## config.mk

```make
export PLATFORM = sky130hd
export DESIGN_NAME = burst_col_seq
export DESIGN_NICKNAME = d
export VERILOG_FILES = /design/src/rtl/bcs_pkg.sv /design/src/rtl/bcs_rst_sync.sv /design/src/rtl/bcs_cfg_decode.sv /design/src/rtl/bcs_beat_ctrl.sv /design/src/rtl/bcs_addr_gen.sv /design/src/rtl/burst_col_seq.sv
export SDC_FILE = /design/constraint.sdc
export NUM_CORES = 1
export LEC_CHECK = 0
export BUFFER_PORTS_ARGS = -buffer_cell sky130_fd_sc_hd__buf_2
export CAP_MARGIN = 10
export CELL_PAD_IN_SITES_DETAIL_PLACEMENT = 0
export CELL_PAD_IN_SITES_GLOBAL_PLACEMENT = 1
export CORE_ASPECT_RATIO = 0.5
export CORE_MARGIN = 2
export CORE_UTILIZATION = 28
export CTS_CLUSTER_DIAMETER = 30
export CTS_CLUSTER_SIZE = 40
export DETAILED_ROUTE_END_ITERATION = 8
export PLACE_DENSITY = 0.58
export SETUP_SLACK_MARGIN = 0.4
export SLEW_MARGIN = 5
export SYNTH_ARGS = -nofsm -noshare
export SYNTH_HDL_FRONTEND = slang
export SYNTH_SLANG_ARGS = --single-unit
```

## constraint.sdc

```tcl
create_clock -name clk -period 2.35 [get_ports clk]
set_clock_uncertainty 0.05 [all_clocks]
set_input_delay 0.1175 -clock clk [delete_from_list [all_inputs] [get_ports clk]]
set_output_delay 0.1175 -clock clk [all_outputs]
set_load 0.01 [all_outputs]
```

## src/rtl/bcs_pkg.sv

```systemverilog
package bcs_pkg;

  // Widest burst window: eight beats need three in-window bits.
  localparam int unsigned WIN_W   = 3;
  localparam int unsigned BLSEL_W = 3;

  localparam logic [BLSEL_W-1:0] BLSEL_TWO   = 3'd1;
  localparam logic [BLSEL_W-1:0] BLSEL_FOUR  = 3'd2;
  localparam logic [BLSEL_W-1:0] BLSEL_EIGHT = 3'd3;

  typedef enum logic {
    ORD_WRAP  = 1'b0,
    ORD_INTLV = 1'b1
  } order_e;

  // Captured burst configuration. The final beat index equals the window
  // mask, because the burst length is always a power of two.
  typedef struct packed {
    logic [WIN_W-1:0] mask;
    order_e           order;
  } burst_cfg_t;

  function automatic logic blsel_legal(input logic [BLSEL_W-1:0] code);
    return (code == BLSEL_TWO) || (code == BLSEL_FOUR) || (code == BLSEL_EIGHT);
  endfunction

endpackage

```

## src/rtl/bcs_rst_sync.sv

```systemverilog
module bcs_rst_sync #(
  parameter int unsigned STAGES = 2
) (
  input  logic clk,
  input  logic rst_n,
  output logic rst_sn
);

  logic [STAGES-1:0] chain_q;
  logic [STAGES-1:0] chain_d;

  always_comb begin
    chain_d = {chain_q[STAGES-2:0], 1'b1};
  end

  always_ff @(posedge clk or negedge rst_n) begin
    if (!rst_n) begin
      chain_q <= '0;
    end else begin
      chain_q <= chain_d;
    end
  end

  assign rst_sn = chain_q[STAGES-1];

endmodule

```

## src/rtl/bcs_cfg_decode.sv

```systemverilog
module bcs_cfg_decode
  import bcs_pkg::*;
(
  input  logic [BLSEL_W-1:0] blen_sel_i,
  input  logic               btype_i,
  output logic               legal_o,
  output burst_cfg_t         cfg_o
);

  logic [WIN_W-1:0] mask;

  assign legal_o = blsel_legal(blen_sel_i);

  // Window bit b is stepped when the burst holds more than 2**b beats,
  // i.e. when the length code is above b.
  for (genvar b = 0; b < WIN_W; b++) begin : g_mask
    assign mask[b] = legal_o && (blen_sel_i > BLSEL_W'(b));
  end

  always_comb begin
    cfg_o.mask  = mask;
    cfg_o.order = btype_i ? ORD_INTLV : ORD_WRAP;
  end

endmodule

```

## src/rtl/bcs_beat_ctrl.sv

```systemverilog
module bcs_beat_ctrl
  import bcs_pkg::*;
#(
  parameter int unsigned COL_W = 10
) (
  input  logic             clk,
  input  logic             rst_n,
  input  logic             start_i,
  input  logic             legal_i,
  input  burst_cfg_t       cfg_i,
  input  logic [COL_W-1:0] addr_i,
  output logic             busy_o,
  output logic             last_o,
  output logic [WIN_W-1:0] cnt_o,
  output burst_cfg_t       cfg_o,
  output logic [COL_W-1:0] base_o,
  output logic             err_o
);

  logic             busy_q, busy_d;
  logic             err_q,  err_d;
  logic [WIN_W-1:0] cnt_q,  cnt_d;
  burst_cfg_t       cfg_q;
  logic [COL_W-1:0] base_q;

  logic accept;
  logic load;
  logic reject;
  logic last;
  logic cnt_en;
  logic cfg_en;

  always_comb begin
    last   = busy_q && (cnt_q == cfg_q.mask);
    accept = start_i && (!busy_q || last);
    load   = accept && legal_i;
    reject = accept && !legal_i;

    cfg_en = load;
    cnt_en = load || (busy_q && !last);

    if (load) begin
      busy_d = 1'b1;
    end else if (last) begin
      busy_d = 1'b0;
    end else begin
      busy_d = busy_q;
    end

    cnt_d = load ? '0 : cnt_q + 1'b1;
    err_d = reject;
  end

  always_ff @(posedge clk or negedge rst_n) begin
    if (!rst_n) begin
      busy_q <= 1'b0;
      err_q  <= 1'b0;
      cnt_q  <= '0;
      cfg_q  <= '0;
      base_q <= '0;
    end else begin
      busy_q <= busy_d;
      err_q  <= err_d;
      if (cnt_en) begin
        cnt_q <= cnt_d;
      end
      if (cfg_en) begin
        cfg_q  <= cfg_i;
        base_q <= addr_i;
      end
    end
  end

  assign busy_o = busy_q;
  assign last_o = last;
  assign cnt_o  = cnt_q;
  assign cfg_o  = cfg_q;
  assign base_o = base_q;
  assign err_o  = err_q;

endmodule

```

## src/rtl/bcs_addr_gen.sv

```systemverilog
module bcs_addr_gen
  import bcs_pkg::*;
#(
  parameter int unsigned COL_W = 10
) (
  input  logic [COL_W-1:0] base_i,
  input  logic [WIN_W-1:0] cnt_i,
  input  burst_cfg_t       cfg_i,
  output logic [COL_W-1:0] addr_o
);

  localparam int unsigned UP_W = COL_W - WIN_W;

  logic [WIN_W-1:0] start_off;
  logic [WIN_W-1:0] step_off;

  assign start_off = base_i[WIN_W-1:0];

  always_comb begin
    if (cfg_i.order == ORD_INTLV) begin
      step_off = start_off ^ cnt_i;
    end else begin
      step_off = start_off + cnt_i;
    end
  end

  // Bits inside the window take the stepped offset, the rest keep the base.
  for (genvar b = 0; b < WIN_W; b++) begin : g_win
    assign addr_o[b] = cfg_i.mask[b] ? step_off[b] : base_i[b];
  end

  if (UP_W > 0) begin : g_upper
    assign addr_o[COL_W-1:WIN_W] = base_i[COL_W-1:WIN_W];
  end

endmodule

```

## src/rtl/burst_col_seq.sv

```systemverilog
module burst_col_seq
  import bcs_pkg::*;
#(
  parameter int unsigned COL_W = 10
) (
  input  logic               clk,
  input  logic               rst_n,
  input  logic               start_i,
  input  logic [COL_W-1:0]   start_addr_i,
  input  logic [BLSEL_W-1:0] blen_sel_i,
  input  logic               btype_i,
  output logic               beat_valid_o,
  output logic               beat_last_o,
  output logic [COL_W-1:0]   beat_addr_o,
  output logic               err_o
);

  logic             rst_sn;
  logic             legal;
  burst_cfg_t       cfg_in;
  burst_cfg_t       cfg_run;
  logic [WIN_W-1:0] cnt;
  logic [COL_W-1:0] base;

  bcs_rst_sync #(.STAGES(2)) u_rst_sync (
    .clk    (clk),
    .rst_n  (rst_n),
    .rst_sn (rst_sn)
  );

  bcs_cfg_decode u_decode (
    .blen_sel_i (blen_sel_i),
    .btype_i    (btype_i),
    .legal_o    (legal),
    .cfg_o      (cfg_in)
  );

  bcs_beat_ctrl #(.COL_W(COL_W)) u_ctrl (
    .clk     (clk),
    .rst_n   (rst_sn),
    .start_i (start_i),
    .legal_i (legal),
    .cfg_i   (cfg_in),
    .addr_i  (start_addr_i),
    .busy_o  (beat_valid_o),
    .last_o  (beat_last_o),
    .cnt_o   (cnt),
    .cfg_o   (cfg_run),
    .base_o  (base),
    .err_o   (err_o)
  );

  bcs_addr_gen #(.COL_W(COL_W)) u_addr (
    .base_i (base),
    .cnt_i  (cnt),
    .cfg_i  (cfg_run),
    .addr_o (beat_addr_o)
  );

endmodule

```

# Word level (Yosys, flattened, before mapping)
# Index checks and enable logic that the tools add are counted.
[word_totals]
regBits = 21
latchBits = 0
ram_bits = 0
romBits = 0
memories = 0
[classes]
add_sub_neg = 2
n_mul = 0
n_div = 0
magnitude_cmp = 3
eq_ne = 4
n_shift = 0
mux = 8
bitwise = 1
reduce_logical = 16
[ops]
columns = ["operator", "count"]
rows = [
  ["1-bit logical AND", 8],
  ["3-bit by 2-bit equality test with 1-bit output (second input constant)", 2],
  ["3-bit by 1-bit greater-than comparator with 1-bit output (second input constant)", 2],
  ["1-bit two-way mux", 6],
  ["3-bit two-way mux", 2],
  ["1-bit logical OR", 4],
  ["3-bit by 1-bit adder with 3-bit output (second input constant)", 1],
  ["3-bit adder", 1],
  ["3-bit by 1-bit equality test with 1-bit output (second input constant)", 1],
  ["3-bit equality test", 1],
  ["3-bit by 2-bit greater-than comparator with 1-bit output (second input constant)", 1],
  ["1-bit logical NOT", 3],
  ["3-bit XOR", 1],
  ["2-bit nonzero test", 1],
]

# Longest topological paths before layout
# Gate-level depths: netlist of run 1.
[depth]
word_depth = 6
ltp_mapped = 7
mapped_depth_nobuf = 7

# Cells and area by module
# Synthesis of run 1 repeated with hierarchy kept, for this count alone.
[hier_totals]
hier_cells = 183
hier_area_um2 = 1707.9
[modules_own_cells]
columns = ["mod", "instances", "cells_each", "area_per_inst_um2", "seq_area_each_um2"]
rows = [
  ["bcs_beat_ctrl", 1, 154, 1442.6, 475.5],
  ["bcs_addr_gen", 1, 21, 165.2, 0.0],
  ["bcs_rst_sync", 1, 3, 53.8, 50.0],
  ["bcs_cfg_decode", 1, 5, 46.3, 0.0],
]

# Worst setup path before layout of run 1
# OpenSTA, ideal clock, no wires.
[synth_timing]
path_type = "reg2out"
from = "reg u_ctrl.cnt_q[0] (netlist: u_ctrl.cnt_o[0])"
to = "out beat_addr_o[2]"
arrival_time_ns = 1.499
t_required_ns = 2.183
path_slack_ns = 0.683
stages_incl_launch_ff = 8
path_cell_list = "dfrtp_1 ha_1 inv_1 fa_1 nor2_1 xor2_1 nand2_1 xnor2_1"
[synth_between]
elab_chain_cells = 3
[synth_lines]
columns = ["element", "line", "source"]
rows = [
  ["from (decl)", "bcs_beat_ctrl.sv:22", "logic [WIN_W-1:0] cnt_q, cnt_d;"],
  ["from (signal assigned)", "bcs_beat_ctrl.sv:65", "cnt_q <= cnt_d;"],
  ["3-bit adder", "bcs_addr_gen.sv:23", "step_off = start_off + cnt_i;"],
  ["3-bit two-way mux", "bcs_addr_gen.sv:20", "if (cfg_i.order == ORD_INTLV) begin"],
  ["1-bit two-way mux", "bcs_addr_gen.sv:29", "assign addr_o[b] = cfg_i.mask[b] ? step_off[b] : base_i[b];"],
  ["to (decl)", "burst_col_seq.sv:14", "output logic [COL_W-1:0] beat_addr_o,"],
]
# No other way between the ends.

# Worst setup path after layout of run 1
[layout_timing]
from = "reg u_ctrl.base_q[0] (netlist: u_ctrl.base_o[0])"
to = "out beat_addr_o[2]"
[layout_between]
elab_chain_cells = 3
[layout_lines]
columns = ["element", "line", "source"]
rows = [
  ["from (decl)", "bcs_beat_ctrl.sv:24", "logic [COL_W-1:0] base_q;"],
  ["from (signal assigned)", "bcs_beat_ctrl.sv:69", "base_q <= addr_i;"],
  ["3-bit adder", "bcs_addr_gen.sv:23", ""],
  ["3-bit two-way mux", "bcs_addr_gen.sv:20", ""],
  ["1-bit two-way mux", "bcs_addr_gen.sv:29", ""],
]
# No other way between the ends.

==> results.yml, run 1 <==
outcome:
  status: "completed"
cells_and_area:
  ff_latch_area_um2: 527
  fin_nets: 135
  fillers: 383
  final_area_um2: 1290
  final_cell_count_no_fill: 164
  multi_input_area_um2: 468
  areaGrowthSynthToFinish_pct: 19.5
  drive_above_1_share: 0.504
  diodes: 0
sta:
  setup_tns_ps: 0
  fin_crit_sh: 0.821
  finalHoldViolCount: 0
  rsz0062_at_grt: "yes"
  slew_headroom: 0.466
  final-setup-viol-count: 0
  min_period_ps: 1930
  tightest_slew_ps: 800
  max_freq_ghz: 0.518
  drv_slew: 0
die:
  die-area_um2: 4410
  die_h_um: 48.0
  core.rowCount: 15
  start_util: 0.304
  core-area_um2: 3570
  die_w_um: 91.9
  ioPinCount: 30
clocking:
  clk_latency_ps: 260
  htreeDepth: 1
  cts_tree: "done"
  cts_buffer_depth: 2
  cts_sinks: 21
  cts_made_buffers: 3
  cts_root_buffer: "clkbuf_8"
  clk_pin_slew_ps: 80
routing:
  drc_errors: 0
  wire_per_inst_um: 12.0
  drt.antenna.violating_nets: 0
  first_pass_iters: 2
  wl_um: 1970
  via_count: 674
  viasPerCell: 4.11
  first_iter_violations: 19
global_route:
  grt_pass1_vias: 642
  antenna_found_initial: 0
  grt_max_degree: 20
  grt_pass1_wl_um: 3190
  grt_overflow: 0
  grt_use_total: 0.0981
pwr:
  pwr-share-comb: 0.488
  power_switching_uw: 641
  swShare: 0.371
  irDropWorstVdd_uv: 301
  internal_power_mw: 1.09
  leakage_nw: 0.637
  seqPwrFrac: 0.373
  power.share.clock: 0.138
  power_per_cell_area_nw_per_um2: 1340
yosys:
  ys_seq_area_frac: 0.486
  ys_warn_count: 0
  syn_inst: 86
  syn_nets: 107
  synth_cell_type_count: 28
  synth-seq-cells: 21
  syn-mean-instance-area_um2: 12.6
  syn-cell-area_um2: 1080
job:
  maxCapViolCount: 0
min_path:
  hp-class: "in2reg"
setup_path:
  worst_setup_path_start_kind: "flip-flop"
  cp-end-kind: "output pin"
  arrival_ps: 1760
  worstPathRequired_ps: 2180
  path_max_fanout: 3
  worstSetupPathType: "reg2out"
placed_design:
  dpl_cell_area_um2: 1210
  dp_cells: 158
  hpwl_um: 1450
  place_congestion: 0.696
  port_buffers: 29
through the flow:
| step | total power, mW | setup slack [ps] | utilization | hold WS, ps |
|---|---|---|---|---|
| after floorplan | 1.31 | 683 | - | -228 |
| after global placement | 1.44 | 602 | 0.341 | -146 |
| after detailed placement | 1.46 | 546 | 0.341 | -145 |
| after CTS | 1.74 | 362 | 0.361 | 24.8 |
| after global routing | 1.88 | 321 | 0.363 | 19.7 |
| final | 1.73 | 421 | 0.363 | 31.2 |
power by group through the flow:
stage	Clock, mW	Sequential (mW)	Combinational, mW
after global placement	0	0.655	0.786
final	0.239	0.646	0.844
after detailed placement	0	0.660	0.798
after floorplan	0	0.631	0.680
after CTS	0.253	0.649	0.836
after global routing	0.266	0.675	0.937
flip-flops by register name (all words and copies together) (netlist names):
name	count
u_ctrl.err_o	1
u_ctrl.base_o	10
u_ctrl.cnt_o	3
u_ctrl.busy_o	1
u_rst_sync.chain_q	2
u_ctrl.cfg_o	4
path summary, 6_finish.rpt:
check | cells past startpoint | start | end | slack [ps]
max | 8 | u_ctrl.base_o[0] | beat_addr_o[2] | 420
min | 2 | start_addr_i[4] | u_ctrl.base_o[4] | 30
max reg2reg | 6 | u_ctrl.cnt_o[0] | u_ctrl.cfg_o[3] | 680
min reg2reg | 0 | u_rst_sync.chain_q[1] | u_ctrl.base_o[4] | 290
max in group asynchronous | 0 | u_rst_sync.chain_q[1] | u_ctrl.cnt_o[1] | 1410
min in group asynchronous | 2 | rst_n | u_rst_sync.chain_q[1] | 110
worst max-delay path, stage by stage, from the launching register on:
cell and delay, ps:
dfrtp_1 370, ha_2 180, inv_2 40, fa_2 320, nor2_2 100, xor2_1 150, nand2_1 80, xnor2_1 120
buf_2 140
cell usage in the layout, fill, tap and decap left out, types with 2 or more instances in the layout:
cell type  count
xnor2_1        4
nor2_1         3
a21oi_1        2
nand3_1        4
buf_2         29
buf_4          2
nand2_1        2
clkbuf_8       3
dfrtp_1       20
o21ai_0        4
inv_1          4
ha_1           2
mux2_4         8
nor2_2         2
mux2_2         4
cells by family after synthesis:
group	count (synthesis)	synth area share
AOI/OAI and AO/OA	11	0.0647
other	1	0.00346
buffers and inverters	14	0.0948
and+or+nand+nor	17	0.0960
xor gates and xnor gates	5	0.0405
adders and majority gates	4	0.0532
DFF	21	0.486
muxes	13	0.162
timing repair:
item | 4_1_cts | 5_1_grt
gates resized for setup | 4 | 3
pin swaps | 2 | 3
buffers inserted | 1 | 0
hold buffers | 1 | 0
setup endpoints to repair | 2 | 2
hold endpoints to repair | 2 | 0
cell usage after synthesis:
| master | number | area, um^2 |
|---|---|---|
| nand2_8 | 1 | 20.0 |
| and2b_2 | 1 | 8.76 |
| nor2b_1 | 1 | 6.26 |
| fa_1 | 1 | 20.0 |
| buf_4 | 7 | 52.6 |
| xor2_1 | 1 | 8.76 |
| mux2_4 | 8 | 120 |
| xnor2_1 | 4 | 35.0 |
| nand2b_1 | 1 | 6.26 |
| buf_6 | 1 | 11.3 |
| a22o_1 | 1 | 8.76 |
| a31o_1 | 1 | 8.76 |
| nor2_1 | 5 | 18.8 |
| nand2_1 | 2 | 7.51 |
| nand3_1 | 4 | 20.0 |
| and2_4 | 1 | 8.76 |
| a32o_1 | 1 | 10.0 |
| nor3b_1 | 1 | 7.51 |
| mux2_2 | 4 | 45.0 |
| ha_1 | 3 | 37.5 |
| buf_12 | 1 | 20.0 |
| o21ai_0 | 4 | 20.0 |
| mux2i_1 | 1 | 10.0 |
| dfrtp_1 | 21 | 526 |
| inv_1 | 5 | 18.8 |
| a21o_1 | 1 | 7.51 |
| conb_1 | 1 | 3.75 |
| a21oi_1 | 3 | 15.0 |
area by class of cell:
cell class                 instances  share of cell area
tap                               51              0.0493
clock buffer                       3              0.0319
clock inverter                     1             0.00387
multi-input combinational         51               0.362
timing repair buffer              32               0.132
sequential                        21               0.407
inverter                           5              0.0145
routing by layer:
metal | vias to the layer above | share of wire | GRT usage | routed length, um
met1 | 327 | 0.45 | 0.121 | 896
met4 | 0 | 0 | 0.0269 | 0
li1 | 334 | - | - | -
met2 | 13 | 0.51 | 0.168 | 1010
met5 | - | 0 | 0 | 0
met3 | 0 | 0.035 | 0.0378 | 70
Power figures use the tool's default switching activity.
==> inputs of run 2 (changes only) <==
Settings changed: ABC_AREA from default to 1, PLACE_DENSITY 0.58 to 0.64.
Clock period 2.35 ns to 1.61 ns, I/O delays scaled along.
==> run 2 against run 1 <==
The run now ends with negative setup slack left. Hold slack got worse by 19 ps. Combinational power is 120% higher. Clock power rose by 52%. Total power increased by 84%. Synthesized area rose by 2.1%. Sequential power grew 46%. Synthesized cell count rose by 53%. Routed wire length is 38% higher. Utilization is 4.9 points higher. Die area grew 1.9%. Critical endpoint unchanged. Largest cell class is now multi-input gates. Highest routed layer is now met4.
==> results.yml, run 2 <==
min_path:
  hp-class: "in2reg"
sta:
  rsz0062_at_grt: "yes"
  hold_ws_ps: 11.8
  fin_crit_sh: 1.13
  min_period_ps: 1810
  max_freq_ghz: 0.551
  finalHoldViolCount: 0
  drv_slew: 0
  final-setup-viol-count: 13
  setup_slack_ps: -203
  setup_tns_ps: -674
cells_and_area:
  fin_nets: 195
  drive_above_1_share: 0.445
  final_common_cell: "nand2_1"
  ff_latch_area_um2: 527
  areaGrowthSynthToFinish_pct: 43.4
  largest_reg_flops: 10
  fillers: 420
  multi_input_area_um2: 546
  layout_common_cells: "38 x nand2_1, 29 x buf_2, 20 x dfrtp_1"
  final_area_um2: 1580
  diodes: 0
yosys:
  synth-edff-count: 0
  ys_warn_count: 0
  synth_area_leader_cell: "dfrtp_1"
  async_reset_ff_frac: 1.00
  synth-seq-cells: 21
  syn_inst: 132
  syn-cell-area_um2: 1100
  synth_ff_type: "dfrtp_1"
  synthTopCellsByCount: "46 x nand2_1, 21 x dfrtp_1, 14 x inv_1"
  syn-mean-instance-area_um2: 8.37
  netlist_top_cells_area: "dfrtp_1 48%, nand2_1 16%, nand4_1 7.4%, buf_4 5.4%, inv_1 4.8%"
  synth_most_common_cell: "nand2_1"
  synth_top_cell_area_share: 0.476
  ys_seq_area_frac: 0.476
  synth_cell_type_count: 19
  syn_nets: 153
clocking:
  cts_root_buffer: "clkbuf_8"
  cts_made_buffers: 3
  htreeDepth: 1
  clk_pin_slew_ps: 90
  cts_sinks: 21
  clk_latency_ps: 270
  cts_buffer_depth: 2
  cts_tree: "done"
routing:
  first_pass_iters: 4
  drt.antenna.violating_nets: 0
  via_count: 979
  drc_errors: 0
  first_iter_violations: 19
  viasPerCell: 4.31
  wl_um: 2730
  wire_per_inst_um: 12.0
setup_path:
  worst_setup_path_start_kind: "flip-flop"
  cp-end-kind: "output pin"
  arrival_ps: 1680
  worstPathRequired_ps: 1480
  path_max_fanout: 2
  worstSetupPathType: "reg2out"
placed_design:
  dpl_cell_area_um2: 1310
  port_buffers: 29
  post-place-ws_ps: 26.7
  hpwl_um: 1750
  place_congestion: 0.732
global_route:
  grt_pass1_wl_um: 4520
  grt_pass1_vias: 958
  antenna_found_initial: 0
  grt_use_total: 0.129
  grt_overflow: 0
  grt_max_degree: 20
pwr:
  power.share.clock: 0.115
  fin_total_pwr_mw: 3.18
  irDropWorstVdd_uv: 520
  pwr-share-comb: 0.588
  power_per_cell_area_nw_per_um2: 2010
  power_switching_mw: 1.31
  leakage_nw: 0.828
  seqPwrFrac: 0.297
  internal_power_mw: 1.87
  swShare: 0.412
job:
  maxCapViolCount: 0
die:
  die-area_um2: 4490
  start_util: 0.287
  die_w_um: 92.8
  core.rowCount: 16
  die_h_um: 48.4
  ioPinCount: 30
  core-area_um2: 3840
outcome:
  violations: "negative setup slack"
  status: "complete, but fails checks"
[run 2: cell count changes in the layout (fill, tap and decap cells not counted), moves of 5 or more]
cell / before / now
nand2_1: 2 / 38
nand4_1: 0 / 13
buf_6: 0 / 8
mux2_4: 8 / 0
nand2_2: 0 / 8
inv_1: 4 / 11
buf_4: 2 / 7
[run 2: final cells by class]
cell class	count	share of cell area
Multi-Input combinational cell	87	0.344
Sequential cell	21	0.333
Timing Repair Buffer	47	0.215
Tap cell	54	0.0427
Inverter	14	0.0348
Clock buffer	3	0.0261
Clock inverter	1	0.00474
[run 2: power groups by stage]
stage	logic, mW	registers, mW	clock network (mW)
finish	1.87	0.945	0.364
global route	2.07	0.983	0.399
CTS	1.75	0.926	0.376
detailed placement	1.25	0.938	0
global placement	1.24	0.934	0
floorplan	0.914	0.924	0
[run 2: final timing paths]
kind	startpoint	to	slack (ps)	depth (start not counted)
worst max-delay path	u_ctrl.cnt_o[0]	beat_addr_o[2]	-200	8
worst min-delay path	start_addr_i[8]	u_ctrl.base_o[8]	10	3
worst max register to register	u_ctrl.cnt_o[0]	u_ctrl.base_o[1]	-30	12
worst min register to register	u_rst_sync.chain_q[1]	u_ctrl.base_o[7]	150	1
max in group asynchronous	u_rst_sync.chain_q[1]	u_ctrl.busy_o	1120	1
min in group asynchronous	rst_n	u_rst_sync.chain_q[0]	60	2
[run 2: timing repair]
| item | in CTS | in global routing |
|---|---|---|
| pin swaps | 14 | 5 |
| cloned | 3 | 0 |
| buffers inserted | 7 | 0 |
| resized for setup | 19 | 14 |
| endpoints found under the hold margin | 2 | 0 |
| hold buffers | 1 | 0 |
| setup endpoints to repair | 23 | 23 |
[run 2: critical path, cell delays in order, from the launching register on]
cell and delay [ps]:
dfrtp_1 360, ha_2 170, inv_2 40, fa_2 320, nor2_2 100, a21oi_1 70, o21ai_1 90, xnor2_1 120
buf_2 140
[run 2: per-layer routing]
metal / wire, um / track usage / up-vias
li1: - / - / 502
met1: 1250 / 0.167 / 457
met2: 1370 / 0.223 / 18
met3: 86 / 0.0280 / 2
met4: 21 / 0.0294 / 0
met5: 0 / 0 / -
[run 2: kinds of logic (layout without fill, tap and decap cells)]
logic type / after synthesis / count (layout) / share of synthesized area
AO/OA/AOI/OAI: 5 / 5 / 0.0226
XOR/XNOR: 2 / 2 / 0.0159
adder cells (fa/ha/maj): 4 / 4 / 0.0521
buffers and inverters: 26 / 65 / 0.123
flip-flops: 21 / 21 / 0.476
other: 1 / 1 / 0.00339
AND/OR/NAND/NOR: 73 / 75 / 0.307
[run 2: through the flow]
| stage | utilization | instances |
|---|---|---|
| 5_1_grt | 0.412 | 227 |
| 6_report | 0.412 | 227 |
| 3_5_place_dp | 0.341 | 212 |
| 3_3_place_gp | 0.341 | 212 |
| 4_1_cts | 0.400 | 227 |
| 2_1_floorplan | - | 132 |
==> inputs of run 3 (changes only) <==
Settings changed: CORE_MARGIN 2 to default, CTS_CLUSTER_SIZE 40 to 30.
==> run 3 against run 2 <==
The run still ends with negative setup slack left. Critical endpoint is now beat_addr_o[1]. Utilization increased by 0.66 points. Via count decreased by 1.5%. Sequential cell count is the same. Cell area is 4.7% lower. Clock-buffer cell count grew 1. Register-to-register slack improved by 110 ps. Fmax is 1.3% lower.
==> results.yml, run 3 (synthesis results as in run 2) <==
cells_and_area:
  largest_reg_flops: 10
  drive_above_1_share: 0.417
  fin_nets: 190
  areaGrowthSynthToFinish_pct: 36.6
  final_common_cell: "nand2_1"
  diodes: 0
  layout_common_cells: "36 x nand2_1, 29 x buf_2, 21 x dfrtp_1"
die:
  die_h_um: 46.4
  die_w_um: 90.8
  ioPinCount: 30
  die-area_um2: 4220
  core-area_um2: 3600
  core.rowCount: 15
  start_util: 0.307
setup_path:
  cp-endpoint: "beat_addr_o[1]"
  arrival_ps: 1710
  rrSetupSlack_ps: 80
  cp-startpoint: "u_ctrl.cnt_o[0]"
  reg2regPathDepth: 9
  cp-end-kind: "output pin"
  worstSetupPathType: "reg2out"
  path_max_fanout: 2
  r2r_end: "u_ctrl.cnt_o[1]"
  r2r-start: "u_ctrl.cnt_o[0]"
  worst_setup_path_start_kind: "flip-flop"
  worstPathRequired_ps: 1480
clocking:
  htreeDepth: 1
  cts_buffer_depth: 2
  cts_root_buffer: "clkbuf_8"
  clk_latency_ps: 260
  cts_tree: "done"
  cts_made_buffers: 3
  clk_pin_slew_ps: 70
  cts_sinks: 21
global_route:
  grt_use_total: 0.134
  antenna_found_initial: 0
  grt_pass1_vias: 871
  grt_overflow: 0
  grt_max_degree: 20
  grt_pass1_wl_um: 4200
sta:
  fin_crit_sh: 1.14
  rsz0062_at_grt: "yes"
  max_freq_ghz: 0.544
  final-setup-viol-count: 2
  setup_slack_ps: -228
  min_period_ps: 1840
  setup_tns_ps: -452
  finalHoldViolCount: 0
  drv_slew: 0
pwr:
  leakage_nw: 0.796
  power_per_cell_area_nw_per_um2: 1920
  internal_power_mw: 1.69
  pwr-share-comb: 0.552
  power_switching_mw: 1.20
  fin_total_pwr_mw: 2.90
  power.share.clock: 0.117
  swShare: 0.416
  seqPwrFrac: 0.331
  irDropWorstVdd_uv: 553
routing:
  first_iter_violations: 32
  via_count: 964
  drc_errors: 0
  wl_um: 2590
  wire_per_inst_um: 11.8
  first_pass_iters: 5
  viasPerCell: 4.40
  drt.antenna.violating_nets: 0
min_path:
  hp-class: "in2reg"
placed_design:
  port_buffers: 29
  hpwl_um: 1730
  place_congestion: 0.699
outcome:
  status: "complete, but fails checks"
  violations: "negative setup slack"
job:
  maxCapViolCount: 0
-- run 3: through the flow --
step / util / hold WS, ps / cells / setup WS, ps / instance area, um^2
after floorplan: - / -265 / 132 / 142 / 1120
after global placement: 0.361 / -184 / 208 / 35.1 / 1300
after detailed placement: 0.361 / -179 / 208 / -5.01 / 1300
after CTS: 0.397 / 13.3 / 218 / -277 / 1430
after global routing: 0.419 / 18.9 / 219 / -314 / 1510
final: 0.419 / 19.5 / 219 / -228 / 1510
-- run 3: worst min path at each step --
stage                          startpoint                     to  slack (ps)  cells after the start
after floorplan                     rst_n  u_rst_sync.chain_q[0]        -270                      0
after global placement              rst_n  u_rst_sync.chain_q[0]        -180                      1
after detailed placement            rst_n  u_rst_sync.chain_q[1]        -180                      1
after CTS                 start_addr_i[6]       u_ctrl.base_o[6]          10                      3
after global routing      start_addr_i[7]       u_ctrl.base_o[7]          20                      3
final                     start_addr_i[8]       u_ctrl.base_o[8]          20                      3
-- run 3: cell type report --
class                      instances  area, um^2
clock buffer                       4        45.0
tap                               51        63.8
multi-input combinational         87         549
fill                             388        2090
inverter                          14        52.6
timing repair buffer              42         273
sequential                        21         526
-- run 3: per-layer routing --
| layer | vias to the layer above | part of all wire | track usage |
|---|---|---|---|
| met2 | 16 | 0.42 | 0.212 |
| met3 | 2 | 0.031 | 0.0297 |
| met1 | 457 | 0.54 | 0.182 |
| met4 | 0 | 0.010 | 0.0571 |
| li1 | 489 | - | - |
| met5 | - | 0 | 0 |
-- run 3: power by group through the flow --
stage | clock network, mW | registers [mW] | logic [mW]
CTS | 0.357 | 0.922 | 1.43
finish | 0.340 | 0.959 | 1.60
global placement | 0 | 0.941 | 1.23
floorplan | 0 | 0.924 | 0.914
global route | 0.382 | 0.996 | 1.79
detailed placement | 0 | 0.940 | 1.24
-- run 3: worst max-delay path, cell delays in order, from the launching register on --
cell,delay [ps]
dfrtp_1,410
ha_4,170
inv_2,50
fa_2,420
o21ai_1,130
nand2_1,80
o21ai_2,60
buf_2,140
-- run 3: timing repair --
item	4_1_cts	5_1_grt
endpoints found under the setup margin	23	23
hold endpoints to repair	2	0
hold buffers	1	0
resized for setup	10	16
pin swaps	3	7
buffers inserted	2	1
cloned	3	0
